==> src/rtl/cfc_pkg.sv <==
package cfc_pkg;
   typedef enum logic {
      MODE_CONT   = 1'b0,
      MODE_SINGLE = 1'b1
   } cap_mode_e;

   function automatic int unsigned cnt_width(input int unsigned rate_w);
      return (1 << rate_w) - 1;
   endfunction
endpackage

==> src/rtl/cfc_ctrl_reg.sv <==
module cfc_ctrl_reg
   import cfc_pkg::*;
#(
   parameter int unsigned RATE_W = 2
) (
   input  logic              clk,
   input  logic              rst_n,
   input  logic              wr_en,
   input  logic              wr_req,
   input  logic              wr_mode,
   input  logic [RATE_W-1:0] wr_rate,
   input  logic              hw_clr,
   output logic              req_q,
   output cap_mode_e         mode_q,
   output logic [RATE_W-1:0] rate_q
);
   always_ff @(posedge clk) begin
      if (!rst_n) begin
         req_q  <= 1'b0;
         mode_q <= MODE_CONT;
         rate_q <= '0;
      end else if (wr_en) begin
         req_q  <= wr_req;
         mode_q <= cap_mode_e'(wr_mode);
         rate_q <= wr_rate;
      end else if (hw_clr) begin
         req_q  <= 1'b0;
      end
   end
endmodule

==> src/rtl/cfc_decim.sv <==
module cfc_decim
   import cfc_pkg::*;
#(
   parameter int unsigned RATE_W = 2
) (
   input  logic              clk,
   input  logic              rst_n,
   input  logic              restart,
   input  logic              advance,
   input  logic              flush,
   input  logic [RATE_W-1:0] rate,
   output logic              hit
);
   localparam int unsigned CNT_W = cnt_width(RATE_W);

   logic [CNT_W-1:0] cnt_q;
   logic [CNT_W-1:0] mask;

   generate
      for (genvar b = 0; b < CNT_W; b++) begin : g_mask
         assign mask[b] = (int'(rate) > b);
      end
   endgenerate

   always_ff @(posedge clk) begin
      if (!rst_n || flush) begin
         cnt_q <= '0;
      end else if (restart) begin
         cnt_q <= CNT_W'(1);
      end else if (advance) begin
         cnt_q <= cnt_q + CNT_W'(1);
      end
   end

   assign hit = ((cnt_q & mask) == '0);
endmodule

==> src/rtl/cfc_flow_fsm.sv <==
module cfc_flow_fsm
   import cfc_pkg::*;
(
   input  logic      clk,
   input  logic      rst_n,
   input  logic      pipe_en,
   input  logic      frame_start,
   input  logic      frame_end,
   input  logic      req,
   input  cap_mode_e mode,
   input  logic      hit,
   output logic      active,
   output logic      pass,
   output logic      start_p,
   output logic      end_p,
   output logic      clr_p,
   output logic      hw_clr,
   output logic      restart,
   output logic      advance,
   output logic      flush
);
   logic active_q, pass_q, single_q;
   logic begin_cap, cont_frame, stop_at_fs;

   always_comb begin
      begin_cap  = pipe_en && frame_start && !active_q && req;
      cont_frame = pipe_en && frame_start && active_q && !single_q && req;
      stop_at_fs = pipe_en && frame_start && active_q && !req;
      hw_clr     = begin_cap && (mode == MODE_SINGLE);
      restart    = begin_cap;
      advance    = cont_frame;
      flush      = !pipe_en;
   end

   always_ff @(posedge clk) begin
      if (!rst_n || !pipe_en) begin
         active_q <= 1'b0;
         pass_q   <= 1'b0;
         single_q <= 1'b0;
         start_p  <= 1'b0;
         end_p    <= 1'b0;
         clr_p    <= 1'b0;
      end else begin
         start_p <= 1'b0;
         end_p   <= 1'b0;
         clr_p   <= hw_clr;
         if (begin_cap) begin
            active_q <= 1'b1;
            single_q <= (mode == MODE_SINGLE);
            pass_q   <= 1'b1;
            start_p  <= 1'b1;
         end else if (cont_frame) begin
            pass_q  <= hit;
            start_p <= hit;
         end else if (stop_at_fs) begin
            active_q <= 1'b0;
            pass_q   <= 1'b0;
         end
         if (frame_end && active_q) begin
            pass_q <= 1'b0;
            end_p  <= pass_q;
            if (single_q || !req) begin
               active_q <= 1'b0;
            end
         end
      end
   end

   assign active = active_q;
   assign pass   = pass_q;
endmodule

==> src/rtl/cam_flow_ctrl.sv <==
module cam_flow_ctrl
   import cfc_pkg::*;
#(
   parameter int unsigned RATE_W = 2
) (
   input  logic              clk,
   input  logic              rst_n,
   input  logic              pipe_en,
   input  logic              frame_start,
   input  logic              frame_end,
   input  logic              cfg_wr,
   input  logic              cfg_req,
   input  logic              cfg_mode,
   input  logic [RATE_W-1:0] cfg_rate,
   output logic              req_bit,
   output logic              req_clr,
   output logic              cap_active,
   output logic              pass_en,
   output logic              cap_start,
   output logic              cap_end
);
   generate
      if (RATE_W < 1 || RATE_W > 3) begin : g_bad_rate_w
         $error("cam_flow_ctrl: RATE_W must be in 1..3");
      end
   endgenerate

   cap_mode_e         mode_q;
   logic [RATE_W-1:0] rate_q;
   logic              hw_clr, restart, advance, flush, hit;

   cfc_ctrl_reg #(.RATE_W(RATE_W)) u_reg (
      .clk     (clk),
      .rst_n   (rst_n),
      .wr_en   (cfg_wr),
      .wr_req  (cfg_req),
      .wr_mode (cfg_mode),
      .wr_rate (cfg_rate),
      .hw_clr  (hw_clr),
      .req_q   (req_bit),
      .mode_q  (mode_q),
      .rate_q  (rate_q)
   );

   cfc_decim #(.RATE_W(RATE_W)) u_decim (
      .clk     (clk),
      .rst_n   (rst_n),
      .restart (restart),
      .advance (advance),
      .flush   (flush),
      .rate    (rate_q),
      .hit     (hit)
   );

   cfc_flow_fsm u_fsm (
      .clk         (clk),
      .rst_n       (rst_n),
      .pipe_en     (pipe_en),
      .frame_start (frame_start),
      .frame_end   (frame_end),
      .req         (req_bit),
      .mode        (mode_q),
      .hit         (hit),
      .active      (cap_active),
      .pass        (pass_en),
      .start_p     (cap_start),
      .end_p       (cap_end),
      .clr_p       (req_clr),
      .hw_clr      (hw_clr),
      .restart     (restart),
      .advance     (advance),
      .flush       (flush)
   );
endmodule

==> config.mk <==
export PLATFORM = sky130hd
export DESIGN_NAME = cam_flow_ctrl
export DESIGN_NICKNAME = d
export VERILOG_FILES = /design/src/rtl/cfc_pkg.sv /design/src/rtl/cfc_ctrl_reg.sv /design/src/rtl/cfc_decim.sv /design/src/rtl/cfc_flow_fsm.sv /design/src/rtl/cam_flow_ctrl.sv
export SDC_FILE = /design/constraint.sdc
export NUM_CORES = 1
export LEC_CHECK = 0
export BUFFER_PORTS_ARGS = -buffer_cell sky130_fd_sc_hd__buf_2
export CORE_MARGIN = 1
export CORE_UTILIZATION = 43
export DETAILED_ROUTE_END_ITERATION = 12
export PLACE_DENSITY = 0.81
export SLEW_MARGIN = 30
export SYNTH_ARGS = -nofsm -noshare
export SYNTH_HDL_FRONTEND = slang
export SYNTH_SLANG_ARGS = --single-unit
==> constraint.sdc <==
create_clock -name clk -period 1.1 [get_ports clk]
set_clock_uncertainty 0.1 [all_clocks]
set_input_delay 0.22 -clock clk [delete_from_list [all_inputs] [get_ports clk]]
set_output_delay 0.22 -clock clk [all_outputs]
set_load 0.005 [all_outputs]
==> flow_summary.yaml <==
clocking:
  cts_num_sinks: 13
  cts.reportedPaths.clkPinSlew_ps: 90
  cts-htree-levels: 1
  cts_tree: "done"
  numCtsBuffers: 3
  clock_latency_ps: 290
  cts-root-to-sink-buffers: 2
  clockRootBuffer: "sky130_fd_sc_hd__clkbuf_4"
floorplanning:
  floorplan.initialDensity_pct: 48.7
  boundaryPins: 16
  core-area_mm2: 0.00117
  num_rows: 12
  die_area_mm2: 0.00148
  chipHeight_um: 38.4
  die_w_um: 38.4
cells_and_area:
  n_antenna_cell: 0
  fraction_of_layout_instances_using_a_drive_strength_above_1_pct: 46.2
  mostFrequentLayoutCell: "sky130_fd_sc_hd__buf_2"
  fin_area_um2: 816
  final_cell_mix: "sky130_fd_sc_hd__buf_2 (14), sky130_fd_sc_hd__buf_4 (10), sky130_fd_sc_hd__dfxtp_1 (9)"
  syn_to_final_growth_pct: 43.0
  fin_nets: 103
synthesis:
  synthesis.area_per_instance_um2: 9.35
  synth_warnings: 0
  synth.lib_cells_used.distinct: 26
  synthesized_nets: 72
  seq_area_frac_synth_pct: 45.6
  ys_seq_elements: 13
  netlist_instances: 61
  syn-cell-area_um2: 571
timing:
  timing_worst_slew_pin_value_ps: 208
  setup_total_negative_slack_ps: -458
  layout_worst_path_cycle_share_pct: 110
  clock.fmax_mhz: 826
  rsz0062_at_grt: "true"
  slew_violations: 0
  post-route-min-period_ps: 1210
  relative_max_transition_margin_pct: 86.0
  setup_viol_count_final: 5
  final_hold_viol_count: 0
  postLayoutSetupSlackWorst_ps: -111
worst_setup_path:
  cp.required_ps: 1220
  critPathKind: "flop to flop"
  worst_setup_path_end_kind: "flop"
  crit_path_max_fanout: 5
  slowest_stage: "sky130_fd_sc_hd__dfxtp_4"
  r2r_slack_ps: -110
  cp_data_arrival_time_ps: 1330
  origin_of_the_worst_setup_path: "u_fsm.active$_SDFF_PP0_"
  cpPeakStageDelay_ps: 370
  start_kind: "flop"
  worstPathCellList: "and4b_4, or3_1, mux2i_1"
  r2r_end: "u_decim.cnt_q[2]$_SDFFE_PP0P_"
  cp-endpoint: "u_decim.cnt_q[2]$_SDFFE_PP0P_"
  r2r_start: "u_fsm.active$_SDFF_PP0_"
  reg2reg_path_depth: 3
place:
  port-buffer-count: 15
  placement.cell_area_um2: 748
  gp_congestion: 0.834
  dp_hpwl_um: 971
detailed_routing:
  drt_first_pass_iters: 4
  remaining_drc_errors: 0
  drt_iter0_drc: 15
  totalWireLength_um: 1400
  route.vias.total: 573
  route.detailed.vias_per_inst: 5.46
  wl_per_cell_um: 13.3
  route.antenna.remaining_nets: 0
grt:
  grt.overflow.total: 0
  gr-usage-all-layers_pct: 21.6
  grt_start_max_net_pins: 8
  number_of_global_route_vias_before_repair: 466
  antenna_violations_before_repair: 0
  grt_first_pass_wirelength_um: 2060
pwr:
  vdd_ir_drop_max_mv: 0.934
  leakagePower_nw: 0.360
  power_density_mw_per_mm2: 1120
flow_run:
  max_cap_viol_count: 0
worst_hold_path:
  hp-class: "input pin to flop"
run_status:
  status: "finished, violations left"
  violations: "negative setup slack"
-- worst min path at each step --
stage / startpoint / to / slack (ps) / depth (start not counted)
after floorplan: pipe_en / u_fsm.active$_SDFF_PP0_ / 250 / 2
after global placement: u_fsm.pass$_SDFFE_PP0P_ / u_fsm.end_p$_SDFF_PP0_ / 350 / 2
after detailed placement: u_fsm.pass$_SDFFE_PP0P_ / u_fsm.end_p$_SDFF_PP0_ / 350 / 2
after CTS: cfg_req / u_reg.req_q$_SDFFE_PN0P_ / 80 / 3
after global routing: cfg_req / u_reg.req_q$_SDFFE_PN0P_ / 90 / 3
final: cfg_req / u_reg.req_q$_SDFFE_PN0P_ / 80 / 3
-- area by class of cell --
type | count | area [µm²]
Tap cell | 14 | 17.5
Multi-Input combinational cell | 45 | 318
Fill cell | 87 | 355
Inverter | 2 | 7.51
Clock buffer | 4 | 26.3
Timing Repair Buffer | 27 | 179
Sequential cell | 13 | 268
-- cells by family (layout without fill, tap and decap cells) --
kind of cell	Yosys count	after routing	synth area share [%]
buf+inv	3	33	1.97
simple gates	25	25	24.6
flops	13	13	45.6
mux	4	4	7.02
fa+ha+maj	1	1	2.19
compound gates	15	15	18.6
-- power by group --
group | leakage [nW] | internal (mW) | switching, mW
combinational | 0.237 | 0.0623 | 0.0500
clock | 0.0150 | 0.141 | 0.169
sequential | 0.108 | 0.480 | 0.00963
-- through the flow --
stage,instances,util (%),power [mW],hold slack (ps),worst slack [ps]
finish,105,69.7,0.913,83.9,-111
CTS,105,67.7,0.911,80.0,-105
global placement,100,63.9,0.599,349,-57.8
detailed placement,100,63.9,0.602,350,-81.4
floorplan,61,-,0.541,248,-75.1
global route,105,69.7,0.945,89.0,-134
-- per-layer routing --
metal / wire [µm] / global-route usage (%)
met2: 635 / 30.9
met3: 50 / 6.98
met5: 0 / 0
met4: 62 / 18.1
met1: 647 / 25.6
-- synth_stat cells --
cell / count / area share (%)
sky130_fd_sc_hd__o31ai_1: 1 / 1.3
sky130_fd_sc_hd__nor2b_1: 4 / 4.4
sky130_fd_sc_hd__a211oi_1: 2 / 2.6
sky130_fd_sc_hd__or3_1: 1 / 1.1
sky130_fd_sc_hd__inv_1: 2 / 1.3
sky130_fd_sc_hd__nor3_1: 1 / 0.88
sky130_fd_sc_hd__nand4b_1: 1 / 1.5
sky130_fd_sc_hd__nand4_1: 1 / 1.1
sky130_fd_sc_hd__o21ai_0: 2 / 1.8
sky130_fd_sc_hd__a21o_2: 1 / 1.5
sky130_fd_sc_hd__ha_1: 1 / 2.2
sky130_fd_sc_hd__and4b_4: 1 / 2.4
sky130_fd_sc_hd__o2111ai_1: 2 / 3.1
sky130_fd_sc_hd__a21boi_2: 1 / 2.0
sky130_fd_sc_hd__and2_1: 1 / 1.1
sky130_fd_sc_hd__nand3_1: 5 / 4.4
sky130_fd_sc_hd__mux2i_1: 4 / 7.0
sky130_fd_sc_hd__a31oi_1: 1 / 1.1
sky130_fd_sc_hd__and3_1: 1 / 1.1
sky130_fd_sc_hd__a211o_2: 1 / 1.8
sky130_fd_sc_hd__a21oi_1: 4 / 3.5
sky130_fd_sc_hd__nand2_1: 4 / 2.6
sky130_fd_sc_hd__dfxtp_1: 13 / 46
sky130_fd_sc_hd__clkbuf_1: 1 / 0.66
sky130_fd_sc_hd__nor2_1: 4 / 2.6
sky130_fd_sc_hd__and3_2: 1 / 1.3
-- timing repair --
item,4_1_cts,5_1_grt
pin swaps,2,1
endpoints found under the setup margin,7,10
buffers inserted,1,0
resized for setup,3,7
hold buffers,0,0
-- worst max-delay path: cells and delay by family (launching register included) --
family,cells,cell delay [ps]
simple gates,2,540
flops,1,370
mux,1,120
-- flip-flops by register name, indices dropped and copies added (netlist names) --
register	flops
u_reg.mode_q	1
u_fsm.end_p	1
u_fsm.active	1
u_fsm.single_q	1
u_fsm.clr_p	1
u_reg.req_q	1
u_fsm.pass	1
u_reg.rate_q	2
u_decim.cnt_q	3
u_fsm.start_p	1
Power figures use the tool's default switching activity.
